## src/rtl/exc_pkg.sv

```systemverilog
package exc_pkg;

  typedef enum logic [2:0] {
    CS_NONE   = 3'd0,
    CS_IRQ    = 3'd1,
    CS_IFETCH = 3'd2,
    CS_ILLOP  = 3'd3,
    CS_OVF    = 3'd4,
    CS_DADDR  = 3'd5
  } cause_e;

  typedef struct packed {
    logic   valid;
    logic   flagged;
    cause_e cause;
  } tag_t;

  // First recorded fault wins; empty slots never pick up a fault.
  function automatic tag_t tag_merge(tag_t t, logic hit, cause_e code);
    tag_t r;
    r = t;
    if (t.valid && hit && !t.flagged) begin
      r.flagged = 1'b1;
      r.cause   = code;
    end
    return r;
  endfunction

endpackage

```

## src/rtl/exc_if_inject.sv

```systemverilog
module exc_if_inject
  import exc_pkg::*;
(
  input  logic if_valid,
  input  logic irq_req,
  output tag_t tag
);

  // An interrupt becomes a no-op that is already flagged at fetch.
  always_comb begin
    tag.valid   = if_valid | irq_req;
    tag.flagged = irq_req;
    tag.cause   = irq_req ? CS_IRQ : CS_NONE;
  end

endmodule

```

## src/rtl/exc_stage_reg.sv

```systemverilog
module exc_stage_reg
  import exc_pkg::*;
#(
  parameter int PC_W = 32
) (
  input  logic            clk,
  input  logic            rst_n,
  input  logic            kill,
  input  tag_t            tag_d,
  input  logic [PC_W-1:0] pc_d,
  output tag_t            tag_q,
  output logic [PC_W-1:0] pc_q
);

  tag_t            tag_n;
  logic            pc_en;

  always_comb begin
    tag_n = kill ? tag_t'('0) : tag_d;
    pc_en = !kill;
  end

  always_ff @(posedge clk or negedge rst_n) begin
    if (!rst_n) begin
      tag_q <= '0;
    end else begin
      tag_q <= tag_n;
    end
  end

  always_ff @(posedge clk or negedge rst_n) begin
    if (!rst_n) begin
      pc_q <= '0;
    end else if (pc_en) begin
      pc_q <= pc_d;
    end
  end

endmodule

```

## src/rtl/exc_commit.sv

```systemverilog
module exc_commit
  import exc_pkg::*;
#(
  parameter int PC_W = 32
) (
  input  logic            clk,
  input  logic            rst_n,
  input  tag_t            mem_tag,
  input  logic [PC_W-1:0] mem_pc,
  output logic            take,
  output logic            commit,
  output logic [PC_W-1:0] epc_q,
  output cause_e          cause_q
);

  logic            cap_en;
  logic [PC_W-1:0] epc_n;
  cause_e          cause_n;

  always_comb begin
    take    = mem_tag.valid &  mem_tag.flagged;
    commit  = mem_tag.valid & ~mem_tag.flagged;
    cap_en  = take;
    epc_n   = mem_pc;
    cause_n = mem_tag.cause;
  end

  always_ff @(posedge clk or negedge rst_n) begin
    if (!rst_n) begin
      epc_q   <= '0;
      cause_q <= CS_NONE;
    end else if (cap_en) begin
      epc_q   <= epc_n;
      cause_q <= cause_n;
    end
  end

endmodule

```

## src/rtl/exc_seq.sv

```systemverilog
module exc_seq
  import exc_pkg::*;
#(
  parameter int              PC_W   = 32,
  parameter logic [PC_W-1:0] VECTOR = 'h400
) (
  input  logic            clk,
  input  logic            rst_n,
  input  logic            if_valid,
  input  logic [PC_W-1:0] if_pc,
  input  logic            irq_req,
  input  logic            if_fault,
  input  logic            id_fault,
  input  logic            ex_fault,
  input  logic            mem_fault,
  output logic            redirect,
  output logic [PC_W-1:0] redirect_pc,
  output logic            flush,
  output logic            commit_en,
  output logic [PC_W-1:0] done_pc,
  output logic [PC_W-1:0] epc,
  output logic [2:0]      cause
);

  localparam int NREG  = 3;          // decode, execute, memory registers
  localparam int NSLOT = NREG + 1;   // plus the fetch slot

  localparam cause_e CODE [NSLOT] = '{CS_IFETCH, CS_ILLOP, CS_OVF, CS_DADDR};

  tag_t            tag_q [NSLOT];
  tag_t            tag_m [NSLOT];
  logic [PC_W-1:0] pc_q  [NSLOT];
  logic [NSLOT-1:0] hit;
  logic            take;
  logic            commit;
  cause_e          cause_q;

  assign hit = {mem_fault, ex_fault, id_fault, if_fault};

  exc_if_inject u_inj (
    .if_valid (if_valid),
    .irq_req  (irq_req),
    .tag      (tag_q[0])
  );
  assign pc_q[0] = if_pc;

  for (genvar k = 0; k < NSLOT; k++) begin : g_merge
    assign tag_m[k] = tag_merge(tag_q[k], hit[k], CODE[k]);
  end

  for (genvar k = 1; k < NSLOT; k++) begin : g_stage
    exc_stage_reg #(.PC_W(PC_W)) u_st (
      .clk   (clk),
      .rst_n (rst_n),
      .kill  (take),
      .tag_d (tag_m[k-1]),
      .pc_d  (pc_q[k-1]),
      .tag_q (tag_q[k]),
      .pc_q  (pc_q[k])
    );
  end

  exc_commit #(.PC_W(PC_W)) u_cmt (
    .clk     (clk),
    .rst_n   (rst_n),
    .mem_tag (tag_m[NREG]),
    .mem_pc  (pc_q[NREG]),
    .take    (take),
    .commit  (commit),
    .epc_q   (epc),
    .cause_q (cause_q)
  );

  assign redirect    = take;
  assign flush       = take;
  assign redirect_pc = VECTOR;
  assign commit_en   = commit;
  assign done_pc     = pc_q[NREG];
  assign cause       = cause_q;

endmodule

```

## config.mk

```make
export PLATFORM = sky130hd
export DESIGN_NAME = exc_seq
export DESIGN_NICKNAME = d
export VERILOG_FILES = /design/src/rtl/exc_pkg.sv /design/src/rtl/exc_if_inject.sv /design/src/rtl/exc_stage_reg.sv /design/src/rtl/exc_commit.sv /design/src/rtl/exc_seq.sv
export SDC_FILE = /design/constraint.sdc
export NUM_CORES = 1
export LEC_CHECK = 0
export ABC_AREA = 1
export BUFFER_PORTS_ARGS = -buffer_cell sky130_fd_sc_hd__clkbuf_2
export CORE_ASPECT_RATIO = 0.6
export CORE_UTILIZATION = 50
export DETAILED_ROUTE_END_ITERATION = 6
export GPL_TIMING_DRIVEN = 0
export MAX_ROUTING_LAYER = met4
export PLACE_DENSITY_LB_ADDON = 0.05
export SLEW_MARGIN = 30
export SYNTH_ARGS = -nofsm -noshare
export SYNTH_HDL_FRONTEND = slang
export SYNTH_SLANG_ARGS = --single-unit
```

## constraint.sdc

```tcl
create_clock -name clk -period 1.9 [get_ports clk]
set_input_delay 0.38 -clock clk [delete_from_list [all_inputs] [get_ports clk]]
set_output_delay 0.38 -clock clk [all_outputs]
set_load 0.05 [all_outputs]
```

==> results of run 1 <==
final cells by class:
type / instances / area (um2)
sequential: 144 / 3605
fill: 874 / 3548
multi-input combinational: 419 / 1778
timing repair buffer: 115 / 666.9
buffer: 72 / 451.7
clock buffer: 18 / 429.2
tap: 139 / 173.9
clock inverter: 14 / 143.9
inverter: 14 / 52.55
power by group:
group | switching, mW | internal (mW) | leakage, nW
Combinational | 4.91 | 1.83 | 2.12
Sequential | 0.783 | 4.51 | 1.77
Clock | 1.27 | 1.92 | 0.268
Total | 6.97 | 8.27 | 4.16
path summary, 6_finish.rpt:
check / start / end / slack, ns / cells after the start
max: g_stage[3].u_st.tag_q[4] / redirect / 0.05 / 5
min: if_pc[7] / g_stage[1].u_st.pc_q[7] / 0.19 / 3
max reg2reg: g_stage[3].u_st.tag_q[4] / g_stage[3].u_st.pc_q[3] / 0.37 / 6
min reg2reg: g_stage[3].u_st.tag_q[1] / u_cmt.cause_q[1] / 0.45 / 2
max in group asynchronous: rst_n / g_stage[2].u_st.pc_q[19] / 0.62 / 3
min in group asynchronous: rst_n / g_stage[1].u_st.tag_q[3] / 0.54 / 2
cells in the mapped netlist (all sizes together):
| cell | n |
|---|---|
| conb | 2 |
| inv | 14 |
| nand3 | 134 |
| clkbuf | 7 |
| buf | 66 |
| nand2 | 235 |
| nor3b | 1 |
| a21oi | 5 |
| nor2 | 12 |
| dfrtp | 144 |
critical path, cell delays in order (launching register included):
cell and delay [ns]:
dfrtp_2 0.44, nand2_4 0.11, nand2_4 0.07, buf_12 0.13
buf_4 0.13, clkbuf_16 0.16
layer usage:
layer	vias to the layer above	wire length (um)	global-route usage (%)	part of all wire [%]
li1	2253	-	-	-
met1	2232	6515	36.72	49
met2	179	5606	34.23	42
met3	13	982	6.772	7.4
met4	0	144	6.494	1.1
met5	-	0	-	0
metrics by stage:
| step | worst slack [ns] | cells | hold WS [ns] |
|---|---|---|---|
| 2_1_floorplan | 0.2291 | 650 | 0.08441 |
| 3_3_place_gp | -1.841 | 898 | 0.4390 |
| 3_5_place_dp | -0.1234 | 899 | 0.4388 |
| 4_1_cts | 0.02047 | 935 | 0.1792 |
| 5_1_grt | 0.002890 | 935 | 0.1959 |
| 6_report | 0.05236 | 935 | 0.1944 |
sequential cells by signal, summed over array words and instances, names as in the netlist:
name,flops
u_cmt.epc_q,32
u_cmt.cause_q,3
g_stage.u_st.tag_q,13
g_stage.u_st.pc_q,96
timing repair:
| action | in CTS | in global routing |
|---|---|---|
| cloned | 1 | 0 |
| pin swaps | 2 | 0 |
| endpoints found under the setup margin | 2 | 2 |
| hold buffers | 1 | 0 |
| endpoints found under the hold margin | 4 | 0 |
| resized for setup | 12 | 1 |
| buffers inserted | 3 | 0 |
kinds of logic after synthesis:
kind of cell           Yosys count  share of synthesized area [%]
AO/OA/AOI/OAI                    5                         0.4360
buffers and inverters           87                          8.657
flip-flops                     144                          62.80
other                            2                         0.1309
AND/OR/NAND/NOR                382                          27.98
==> results_dict.tcl, run 1 <==
set metrics [dict create \
    place_area_um2 6611 \
    hold_class "in2reg" \
    ir_drop_mv 1.373 \
    slew-limit-headroom_pct 60.26 \
    tns_ns 0 \
    drt-total-wl_mm 13.25 \
    outcome "completed" \
    crit_type "reg2out" \
    fmax_mhz 541.2 \
    first_iter_violations 375 \
    post-route-min-period_ns 1.848 \
    h-tree-depth 4 \
    most-common-layout-cells "nand2_1 (232), dfrtp_1 (143), nand3_1 (134)" \
    drv_cap 0 \
    dpl.hpwl_mm 8.910 \
    grt.overflow.total 0 \
    core_um2 10850 \
    synth_area_um2 5738 \
    dieArea_um2 11920 \
    grt_max_degree 76 \
    cts_tree "done" \
    initial_core_util_pct 52.89 \
    place_congestion 0.8116 \
    setup-violations-final 0 \
    syn_inst 620 \
    yosys_warnings 0 \
    path_clk_slew_ns 0.06 \
    die_w_um 140.3 \
    numCtsBuffers 17 \
    tightest_slew_ns 0.5960 \
    cp-start-kind "register" \
    vias 4677 \
    synth_top_cell_by_area "dfrtp_1" \
    grt.total_usage_pct 25.03 \
    yosysUniqueCellTypes 12 \
    drc 0 \
    grt_pass1_vias 4268 \
    syn_to_final_growth_pct 27.24 \
    p_leak_nw 4.160 \
    antenna_found_initial 0 \
    rows 29 \
    hold_viol 0 \
    required_ns 1.52 \
    grt_pass1_wl_mm 21.80 \
    maxSlewViolCount 0 \
    fin_nets 823 \
    final_common_cell "nand2_1" \
    cts.sinks 144 \
    postSynthAreaPerCell_um2 9.255 \
    drive_above_1_share_pct 26.76 \
    vias_per_cell 5.002 \
    endpoint_kind "output pin" \
    postLayoutCellArea_um2 7301 \
    synth_seq_area_share_pct 62.80 \
    diodes 0 \
    worstPathMaxFanout 3 \
    io_pins 142 \
    rsz0062_at_grt "no" \
    root_buffer "clkbuf_16" \
    yosys_register_bits 144 \
    synth_area_leaders "dfrtp_1 (63%), nand2_1 (15%), nand3_1 (12%)" \
    clockBufferDepth 2 \
    synth_top_area_share_pct 62.80 \
    dr.pass1.iters 5 \
    io_buffers 109 \
    clk_latency_ns 0.42 \
    power_density_nw_per_um2 2087 \
    total_power_mw 15.23 \
    final_util_pct 67.29 \
    wl_per_cell_um 14.17 \
    ant_nets 0 \
    die_y_um 84.98 \
    fin_crit_sh_pct 97.24 \
    arrival_ns 1.47 \
    fin_skew_ns 0.006492 \
]
(Power assumes the default switching activity.)
==> run 2: changes to the inputs <==
--- a/config.mk
+++ b/config.mk
@@ -12,7 +12,7 @@
 export DETAILED_ROUTE_END_ITERATION = 6
 export GPL_TIMING_DRIVEN = 0
 export MAX_ROUTING_LAYER = met4
-export PLACE_DENSITY_LB_ADDON = 0.05
+export PLACE_DENSITY = 0.72
 export SLEW_MARGIN = 30
 export SYNTH_ARGS = -nofsm -noshare
 export SYNTH_HDL_FRONTEND = slang
==> results_dict.tcl, run 2 (synthesized netlist as in run 1, its figures left out) <==
set metrics [dict create \
    wl_per_cell_um 14.60 \
    drt-total-wl_mm 13.62 \
    largest_register_ffs 96 \
    fmax_mhz 542.0 \
    grt_pass1_vias 4477 \
    final_util_pct 67.47 \
    required_ns 1.52 \
    worst-path-buf-inv 3 \
    fin_nets 821 \
    antenna_found_initial 0 \
    clk_latency_ns 0.42 \
    maxSlewViolCount 0 \
    hold_class "in2async" \
    regMostFlops "g_stage.u_st.pc_q" \
    grt_pass1_wl_mm 22.34 \
    most-common-layout-cells "nand2_1 (232), dfrtp_1 (143), nand3_1 (134)" \
    cts.sinks 144 \
    vias 4723 \
    initial_core_util_pct 52.89 \
    path_clk_slew_ns 0.06 \
    worstPathMaxFanout 10 \
    worstPathCellList "nand2_4 -> nand2_2 -> buf_12 -> buf_4 -> clkbuf_8" \
    stdcell_count 933 \
    grt.overflow.total 0 \
    hold_viol 3 \
    outcome "complete, but fails checks" \
    endpoint_kind "output pin" \
    wl_met2_mm 6.036 \
    cp_slowest_cell "dfrtp_2" \
    p_leak_nw 4.178 \
    grt.total_usage_pct 25.61 \
    fin_crit_sh_pct 97.10 \
    tightest_slew_ns 0.6402 \
    ant_nets 0 \
    h-tree-depth 4 \
    drc 0 \
    ir_drop_mv 1.529 \
    fill_cells 892 \
    crit_type "reg2out" \
    cp-start-kind "register" \
    pre_cts_ws_ns -0.1227 \
    die_y_um 84.98 \
    fin_skew_ns 0.007076 \
    dr.pass1.iters 5 \
    slowest_delay_ns 0.44 \
    rsz0062_at_grt "no" \
    power_density_nw_per_um2 2123 \
    vias_per_cell 5.062 \
    io_buffers 109 \
    met3_wirelength_um 785 \
    top_regs "g_stage.u_st.pc_q x96, u_cmt.epc_q x32, g_stage.u_st.tag_q x13" \
    grt_max_degree 82 \
    die_w_um 140.3 \
    dpl.hpwl_mm 9.318 \
    setup-violations-final 0 \
    cts_tree "done" \
    clockBufferDepth 2 \
    dieArea_um2 11920 \
    arrival_ns 1.46 \
    hold_buffers 0 \
    slew-limit-headroom_pct 57.32 \
    wl_met1_mm 6.616 \
    place_congestion 0.8081 \
    final_common_cell "nand2_1" \
    path_delay_family "buffers and inverters" \
    placedCellCount 899 \
    io_pins 142 \
    root_buffer "clkbuf_16" \
    diodes 0 \
    post-route-min-period_ns 1.845 \
    layout_setup_ws_ns 0.05513 \
    rows 29 \
    hold-worst-slack_ns -0.005597 \
    violations "negative hold slack" \
    dr.max_layer_used "met4" \
    numCtsBuffers 17 \
    core_um2 10850 \
    drive_above_1_share_pct 26.45 \
    first_iter_violations 308 \
    total_power_mw 15.54 \
    drv_cap 0 \
    syn_to_final_growth_pct 27.56 \
]
==> run 2: changes by cell type in the layout (fill, tap and decap cells not counted), sizes merged <==
cell	previous run	this run
clkbuf	134	138
clkinv	7	4
clkinvlp	5	2
buf	69	68
bufinv	2	4
dlygate4sd3	1	0
==> run 2: worst paths after layout <==
path	depth (start not counted)	to	slack, ns	from
worst max-delay path	5	redirect	0.06	g_stage[3].u_st.tag_q[4]
worst min register to register	2	u_cmt.cause_q[1]	0.47	g_stage[3].u_st.tag_q[1]
worst max register to register	6	g_stage[3].u_st.pc_q[2]	0.43	g_stage[3].u_st.tag_q[4]
max in group asynchronous	2	g_stage[3].u_st.tag_q[4]	1.14	rst_n
worst min-delay path	1	u_cmt.epc_q[14]	-0.006	rst_n
min in group clk	3	g_stage[1].u_st.pc_q[8]	0.20	if_pc[8]
==> run 2: final cells by class <==
type	instances	area, um2	share of cell area, %
Sequential cell	144	3605	49.25
Multi-Input combinational cell	419	1773	24.22
Buffer	72	451.7	6.171
Clock buffer	22	464.2	6.342
Clock inverter	10	158.9	2.171
Inverter	14	52.55	0.7179
Tap cell	139	173.9	2.376
Timing Repair Buffer	113	640.6	8.752
==> run 2: layer usage <==
layer	GRT usage, %	vias to the layer above
met5	-	-
met4	10.29	0
met3	4.176	17
met2	36.14	158
met1	37.08	2306
li1	-	2242
==> run 2: power breakdown <==
part           internal, mW  total, mW  switching (mW)
Clock                  2.26       3.50            1.24
Combinational          1.80       6.71            4.91
Sequential             4.51       5.33           0.822
Total                  8.57       15.5            6.97
==> run 2: worst register-to-register path: stages, from the launching register on <==
cell	delay, ns
dfrtp_2	0.44
nand2_4	0.09
buf_4	0.15
buf_2	0.22
buf_2	0.28
nand3_1	0.14
nand2_1	0.09
==> run 2: per-stage QoR <==
| stage | area (um2) | setup TNS, ns |
|---|---|---|
| 5_1_grt | 7320 | 0 |
| 4_1_cts | 7318 | 0 |
| 3_3_place_gp | 6575 | -253.18 |
| 2_1_floorplan | 5856 | 0 |
| 6_report | 7320 | 0 |
| 3_5_place_dp | 6611 | -0.1587 |
==> run 2: repair_timing <==
action,CTS,global route
pin swaps,2,0
buffers inserted,2,0
endpoints found under the setup margin,2,1
cloned,1,0
gates resized for setup,11,1
